### config.mk
export PLATFORM = sky130hd
export DESIGN_NAME = sram_ctl
export DESIGN_NICKNAME = d
export VERILOG_FILES = /design/src/rtl/sram_ctl_pkg.sv /design/src/rtl/sram_ctl_timer.sv /design/src/rtl/sram_ctl_fsm.sv /design/src/rtl/sram_ctl_datapath.sv /design/src/rtl/sram_ctl.sv
export SDC_FILE = /design/constraint.sdc
export NUM_CORES = 1
export LEC_CHECK = 0
export BUFFER_PORTS_ARGS = -buffer_cell sky130_fd_sc_hd__buf_4
export CORE_MARGIN = 4
export CORE_UTILIZATION = 51
export CTS_CLUSTER_SIZE = 10
export DETAILED_ROUTE_END_ITERATION = 8
export PLACE_DENSITY_LB_ADDON = 0.2
export SETUP_SLACK_MARGIN = 0.2
export SLEW_MARGIN = 20
export SYNTH_ARGS = -nofsm -noshare
export SYNTH_HDL_FRONTEND = slang
export SYNTH_SLANG_ARGS = --single-unit
### constraint.sdc
create_clock -name clk -period 3.1 [get_ports clk]
set_clock_uncertainty 0.05 [all_clocks]
set_input_delay 0.31 -clock clk [delete_from_list [all_inputs] [get_ports clk]]
set_output_delay 0.31 -clock clk [all_outputs]
set_load 0.1 [all_outputs]
### src/rtl/sram_ctl_pkg.sv
package sram_ctl_pkg;

    typedef enum logic [2:0] {
        ST_IDLE,
        ST_RD_ACC,
        ST_TURN,
        ST_WR_SETUP,
        ST_WR_PULSE,
        ST_WR_HOLD
    } ctl_state_e;

    // strobe bundle as seen at the RAM pins
    typedef struct packed {
        logic cs_n;
        logic we_n;
        logic oe_n;
        logic drive;
    } strobe_t;

    localparam strobe_t STROBE_OFF = '{cs_n: 1'b1, we_n: 1'b1, oe_n: 1'b1, drive: 1'b0};

    function automatic int max2(input int a, input int b);
        return (a > b) ? a : b;
    endfunction

    // whole cycles needed to cover a time, never fewer than one
    function automatic int ns_to_cycles(input int t_ns, input int period_ns);
        int c;
        c = (t_ns + period_ns - 1) / period_ns;
        if (c < 1) c = 1;
        return c;
    endfunction

endpackage

### src/rtl/sram_ctl_timer.sv
module sram_ctl_timer #(
    parameter int CNT_W = 8
) (
    input  logic             clk,
    input  logic             rst,
    input  logic             load,
    input  logic [CNT_W-1:0] load_val,
    output logic             expired
);
    logic [CNT_W-1:0] cnt_q;

    always_ff @(posedge clk) begin
        if (rst) begin
            cnt_q <= '0;
        end else if (load) begin
            cnt_q <= load_val;
        end else if (cnt_q != '0) begin
            cnt_q <= cnt_q - 1'b1;
        end
    end

    assign expired = (cnt_q == '0);
endmodule

### src/rtl/sram_ctl_fsm.sv
module sram_ctl_fsm
    import sram_ctl_pkg::*;
#(
    parameter int CNT_W   = 8,
    parameter int ACC_CYC = 4,
    parameter int WP_CYC  = 3,
    parameter int HZ_CYC  = 2
) (
    input  logic             clk,
    input  logic             rst,
    input  logic             req_valid,
    input  logic             req_write,
    input  logic             tmr_expired,
    output logic             req_ready,
    output logic             accept,
    output logic             capture,
    output logic             tmr_load,
    output logic [CNT_W-1:0] tmr_val,
    output strobe_t          strobes
);
    localparam logic [CNT_W-1:0] ACC_LOAD = CNT_W'(ACC_CYC - 1);
    localparam logic [CNT_W-1:0] WP_LOAD  = CNT_W'(WP_CYC - 1);
    localparam logic [CNT_W-1:0] HZ_LOAD  = CNT_W'(HZ_CYC - 1);

    ctl_state_e state_q, state_d;

    always_ff @(posedge clk) begin
        if (rst) state_q <= ST_IDLE;
        else     state_q <= state_d;
    end

    always_comb begin
        state_d  = state_q;
        accept   = 1'b0;
        capture  = 1'b0;
        tmr_load = 1'b0;
        tmr_val  = '0;
        unique case (state_q)
            ST_IDLE: begin
                if (req_valid) begin
                    accept = 1'b1;
                    if (req_write) begin
                        state_d = ST_WR_SETUP;
                    end else begin
                        state_d  = ST_RD_ACC;
                        tmr_load = 1'b1;
                        tmr_val  = ACC_LOAD;
                    end
                end
            end
            ST_RD_ACC: begin
                if (tmr_expired) begin
                    capture  = 1'b1;
                    state_d  = ST_TURN;
                    tmr_load = 1'b1;
                    tmr_val  = HZ_LOAD;
                end
            end
            ST_TURN: begin
                if (tmr_expired) state_d = ST_IDLE;
            end
            ST_WR_SETUP: begin
                state_d  = ST_WR_PULSE;
                tmr_load = 1'b1;
                tmr_val  = WP_LOAD;
            end
            ST_WR_PULSE: begin
                if (tmr_expired) state_d = ST_WR_HOLD;
            end
            ST_WR_HOLD: begin
                state_d = ST_IDLE;
            end
            default: state_d = ST_IDLE;
        endcase
    end

    // strobe decode from the registered state only
    always_comb begin
        strobes = STROBE_OFF;
        unique case (state_q)
            ST_RD_ACC: begin
                strobes.cs_n = 1'b0;
                strobes.oe_n = 1'b0;
            end
            ST_WR_SETUP, ST_WR_HOLD: begin
                strobes.cs_n  = 1'b0;
                strobes.drive = 1'b1;
            end
            ST_WR_PULSE: begin
                strobes.cs_n  = 1'b0;
                strobes.we_n  = 1'b0;
                strobes.drive = 1'b1;
            end
            default: strobes = STROBE_OFF;
        endcase
    end

    assign req_ready = (state_q == ST_IDLE);
endmodule

### src/rtl/sram_ctl_datapath.sv
module sram_ctl_datapath #(
    parameter int ADDR_W = 15,
    parameter int DATA_W = 8
) (
    input  logic              clk,
    input  logic              rst,
    input  logic              accept,
    input  logic              capture,
    input  logic [ADDR_W-1:0] req_addr,
    input  logic [DATA_W-1:0] req_wdata,
    input  logic [DATA_W-1:0] mem_dq_i,
    output logic [ADDR_W-1:0] mem_addr,
    output logic [DATA_W-1:0] mem_dq_o,
    output logic              rd_valid,
    output logic [DATA_W-1:0] rd_data
);
    logic [ADDR_W-1:0] addr_q;
    logic [DATA_W-1:0] wdata_q;
    logic [DATA_W-1:0] rdata_q;
    logic              rvalid_q;

    always_ff @(posedge clk) begin
        if (rst) begin
            addr_q  <= '0;
            wdata_q <= '0;
        end else if (accept) begin
            addr_q  <= req_addr;
            wdata_q <= req_wdata;
        end
    end

    always_ff @(posedge clk) begin
        if (rst) begin
            rdata_q  <= '0;
            rvalid_q <= 1'b0;
        end else begin
            rvalid_q <= capture;
            if (capture) rdata_q <= mem_dq_i;
        end
    end

    assign mem_addr = addr_q;
    assign mem_dq_o = wdata_q;
    assign rd_valid = rvalid_q;
    assign rd_data  = rdata_q;
endmodule

### src/rtl/sram_ctl.sv
module sram_ctl
    import sram_ctl_pkg::*;
#(
    parameter int ADDR_W  = 15,
    parameter int DATA_W  = 8,
    parameter int CLK_NS  = 20,
    parameter int T_WP_NS = 50,
    parameter int T_DW_NS = 30,
    parameter int T_CW_NS = 60,
    parameter int T_WC_NS = 70,
    parameter int T_AA_NS = 70,
    parameter int T_RC_NS = 70,
    parameter int T_HZ_NS = 25,
    parameter int CNT_W   = 8
) (
    input  logic              clk,
    input  logic              rst,
    input  logic              req_valid,
    output logic              req_ready,
    input  logic              req_write,
    input  logic [ADDR_W-1:0] req_addr,
    input  logic [DATA_W-1:0] req_wdata,
    output logic              rd_valid,
    output logic [DATA_W-1:0] rd_data,
    output logic [ADDR_W-1:0] mem_addr,
    output logic              mem_cs_n,
    output logic              mem_we_n,
    output logic              mem_oe_n,
    output logic [DATA_W-1:0] mem_dq_o,
    output logic              mem_dq_oe,
    input  logic [DATA_W-1:0] mem_dq_i
);
    // Write strobe length: pulse width and data setup directly; select-to-end
    // and cycle time less the setup and hold cycles that surround the pulse.
    localparam int WP_CYC = ns_to_cycles(
        max2(max2(T_WP_NS, T_DW_NS), max2(T_CW_NS - CLK_NS, T_WC_NS - 2 * CLK_NS)), CLK_NS);
    localparam int ACC_CYC = ns_to_cycles(max2(T_AA_NS, T_RC_NS), CLK_NS);
    localparam int HZ_CYC  = ns_to_cycles(T_HZ_NS, CLK_NS);

    logic             accept;
    logic             capture;
    logic             tmr_load;
    logic [CNT_W-1:0] tmr_val;
    logic             tmr_expired;
    strobe_t          strobes;

    sram_ctl_fsm #(
        .CNT_W  (CNT_W),
        .ACC_CYC(ACC_CYC),
        .WP_CYC (WP_CYC),
        .HZ_CYC (HZ_CYC)
    ) u_fsm (
        .clk        (clk),
        .rst        (rst),
        .req_valid  (req_valid),
        .req_write  (req_write),
        .tmr_expired(tmr_expired),
        .req_ready  (req_ready),
        .accept     (accept),
        .capture    (capture),
        .tmr_load   (tmr_load),
        .tmr_val    (tmr_val),
        .strobes    (strobes)
    );

    sram_ctl_timer #(.CNT_W(CNT_W)) u_timer (
        .clk     (clk),
        .rst     (rst),
        .load    (tmr_load),
        .load_val(tmr_val),
        .expired (tmr_expired)
    );

    sram_ctl_datapath #(.ADDR_W(ADDR_W), .DATA_W(DATA_W)) u_dp (
        .clk      (clk),
        .rst      (rst),
        .accept   (accept),
        .capture  (capture),
        .req_addr (req_addr),
        .req_wdata(req_wdata),
        .mem_dq_i (mem_dq_i),
        .mem_addr (mem_addr),
        .mem_dq_o (mem_dq_o),
        .rd_valid (rd_valid),
        .rd_data  (rd_data)
    );

    assign mem_cs_n  = strobes.cs_n;
    assign mem_we_n  = strobes.we_n;
    assign mem_oe_n  = strobes.oe_n;
    assign mem_dq_oe = strobes.drive;
endmodule

==> results.ini <==
[power]
share_seq_of_total_power_pct = 31.8
combinationalPowerShare_pct = 56.5
switching_share_pct = 52.5
power_frac_clock_pct = 11.7
highest_ir_drop_seen_on_vdd_mv = 0.520
cell_internal_pwr_mw = 1.15
report.power.total_mw = 2.41
power-per-cell-area_nw_per_um2 = 1020
switching_power_mw = 1.27
p_leak_nw = 1.09

[floorplan]
num_io_pins = 72
initial_utilization_pct = 52.7
core_area_sq_um = 3340
die_x_microns = 66.7
die_area_sq_um = 4450
die-height_microns = 66.7
num_rows = 21

[global_route]
number_of_global_route_vias_before_repair = 1484
grt_use_total_pct = 19.0
globalRoute.busiestLayer = met2
use_met2_pct = 32.5
grt_antenna_before_repair = 0
grt_max_degree = 37
wire_length_of_the_first_global_routing_pass_microns = 6330
grt.met3_usage_pct = 6.91
use_met1_pct = 20.8
overall_overflow_remaining_after_global_route = 0

[synthesis]
synth_warnings = 0
postSynthCellCount = 203
yosysUniqueCellTypes = 34
post_synth.cell_area_avg_sq_um = 8.67
synth_edf_count = 0
ys_seq_area_share_pct = 48.9
synth-main-ff-cell = sky130_fd_sc_hd__dfxtp_1
synth_nets = 239
async_reset_ff_share_pct = 0
synth.cell_area_sq_um = 1760
yosys_register_bits = 43

[worst_setup_path]
worstPathArrival_ps = 1610
worst_setup_path_start_kind = flip-flop
crit_family = flip-flops
crit_path_cell_trace = nand3_1 -> o21ai_1 -> buf_4
critical_path.max_stage_delay_ps = 580
cp.required_ps = 2740
crit_path_top_delay_cell = sky130_fd_sc_hd__dfxtp_1
critical_path.n_buffers_inverters = 1
criticalPathCategory = flip-flop to output port
worstPathMaxFanout = 10
critPathCaptureType = output port

[sta]
rsz_0062_raised_after_global_routing = no
layout_setup_ws_ps = 1130
hold_viol = 0
clock.fmax_mhz = 508
timing_max_transition_violations_final = 0
slew_headroom_pct = 46.7
worst_slew_pin_slew_ps = 799
finalSetupViolCount = 0
final_min_period_over_clock_period_pct = 63.5
setup_tns_ps = 0
period_needed_ps = 1970

[route]
detail_route.vias_per_cell = 4.90
postRouteAntennaNets = 0
drc_violation_count_after_routing = 0
drt-total-wl_microns = 3990
detailedRoute.firstIterationViolations = 32
avgRoutedWirePerCell_microns = 12.6
vias = 1547
drt_pass1_iterations = 4

[clocking]
hold_buffers = 0
cts-buffers-inserted = 5
ctsRootBufferMaster = sky130_fd_sc_hd__clkbuf_4
clock-sinks = 43
cts_max_level = 2
clk-insertion-delay-late_ps = 350
post_cts_setup_inserts = 0
cts_repair_resize_count = 0
tritoncts = done
cts_clock_pin_slew_for_the_worst_setup_and_hold_paths_ps = 140
number_of_buffers_on_the_longest_clock_path = 2

[outcome]
outcome = complete, no violations

[cells_and_area]
proportion_of_layout_cells_with_a_drive_suffix_above_1_pct = 33.0
num_antenna_cells = 0
nNetsFinal = 305
instances_no_fill = 316
synthToLayoutAreaGrowth_pct = 33.9
layout.core_utilization_pct = 70.6

[place]
placed_cells = 308
dp_hpwl_microns = 2920
numPortBuffers = 71
weighted_congestion_at_the_end_of_routability_driven_global_placement = 0.826
preCtsSetupSlack_ps = 1160

[job]
cap_viol_max_count = 0

[hold_path]
hold_path_class = primary input to flip-flop

==> through the flow <==
| step | hold WS [ps] | area (sq um) |
|---|---|---|
| 6_report | 124 | 2360 |
| 5_1_grt | 114 | 2360 |
| 4_1_cts | 118 | 2360 |
| 3_5_place_dp | 397 | 2290 |
| 3_3_place_gp | 393 | 2290 |
| 2_1_floorplan | 396 | 1760 |
==> flip-flops by register name, summed over array words and instances, names as in the netlist <==
signal	flops
u_dp.mem_dq_o	8
u_fsm.state_q	3
u_dp.rd_data	8
u_dp.rd_valid	1
u_dp.mem_addr	15
u_timer.cnt_q	8
==> worst paths after layout <==
check,start,to,slack [ps],cells after the start
hold reg to reg,u_dp.mem_addr[13]$_SDFFE_PP0P_,u_dp.mem_addr[13]$_SDFFE_PP0P_,410,2
hold / removal,mem_dq_i[7],u_dp.rd_data[7]$_SDFFE_PP0N_,120,3
setup reg to reg,u_timer.cnt_q[0]$_SDFFE_PP0P_,u_timer.cnt_q[6]$_SDFFE_PP0P_,1140,6
setup / recovery,u_fsm.state_q[1]$_SDFFE_PP0P_,mem_dq_oe,1130,3
==> worst reg2reg max path, stage by stage, from the launching register on <==
cell	delay, ps
sky130_fd_sc_hd__dfxtp_1	350
sky130_fd_sc_hd__inv_1	60
sky130_fd_sc_hd__ha_1	170
sky130_fd_sc_hd__nor3b_2	540
sky130_fd_sc_hd__nand3b_4	280
sky130_fd_sc_hd__o2111ai_1	310
sky130_fd_sc_hd__nor2_1	100
==> cell usage in the layout (no fill, tap or decap), types with 2 or more instances in the layout <==
master	netlist	layout
sky130_fd_sc_hd__nor2_1	15	15
sky130_fd_sc_hd__dfxtp_1	43	43
sky130_fd_sc_hd__xnor2_1	5	5
sky130_fd_sc_hd__o21ai_1	0	2
sky130_fd_sc_hd__buf_4	0	72
sky130_fd_sc_hd__mux2i_1	9	9
sky130_fd_sc_hd__a21oi_1	28	28
sky130_fd_sc_hd__clkinvlp_4	0	2
sky130_fd_sc_hd__nor4_4	2	2
sky130_fd_sc_hd__nor3_1	3	3
sky130_fd_sc_hd__nand2_1	54	54
sky130_fd_sc_hd__clkbuf_4	0	5
sky130_fd_sc_hd__nand3_1	2	2
sky130_fd_sc_hd__inv_1	5	5
sky130_fd_sc_hd__nor3b_2	2	2
==> area by class of cell <==
cell class | instances | area, sq um
inverter | 5 | 18.8
timing repair buffer | 72 | 541
sequential | 43 | 861
tap | 46 | 57.6
fill | 281 | 981
multi-input combinational | 142 | 817
clock inverter | 3 | 23.8
clock buffer | 5 | 37.5
==> per-layer routing <==
metal,part of all wire [%],up-vias
met2,48,43
met3,7.5,9
met4,2.1,0
met1,43,691
li1,-,804
met5,0,-
==> kinds of logic after synthesis <==
group,after synthesis,share of synthesized area [%]
adder cells (fa/ha/maj),1,0.711
flip-flops,43,48.9
multiplexers,10,5.97
AND/OR/NAND/NOR,88,25.1
XOR/XNOR,6,2.99
buffers and inverters,18,4.62
AO/OA/AOI/OAI,37,11.7
==> synth_stat cells (all sizes together), types with 2 or more instances <==
cell / number / area, sq um
nand3: 2 / 10.0
o21ai: 3 / 15.0
mux2i: 9 / 90.1
clkbuf: 7 / 26.3
dfxtp: 43 / 861
nor2: 15 / 56.3
nand2: 55 / 214
inv: 5 / 18.8
nor3b: 2 / 25.0
a21oi: 28 / 140
nor3: 4 / 25.0
buf: 6 / 36.3
nor4: 2 / 42.5
xnor2: 5 / 43.8
==> power by group through the flow <==
| stage | sequential, mW | combinational [mW] | clock [mW] |
|---|---|---|---|
| after floorplan | 1.18 | 0.722 | 0 |
| final | 0.767 | 1.36 | 0.282 |
| after global placement | 0.774 | 1.36 | 0 |
| after CTS | 0.767 | 1.37 | 0.287 |
| after global routing | 0.784 | 1.45 | 0.309 |
| after detailed placement | 0.780 | 1.37 | 0 |
Note: power is estimated with default switching activity, not from simulation.
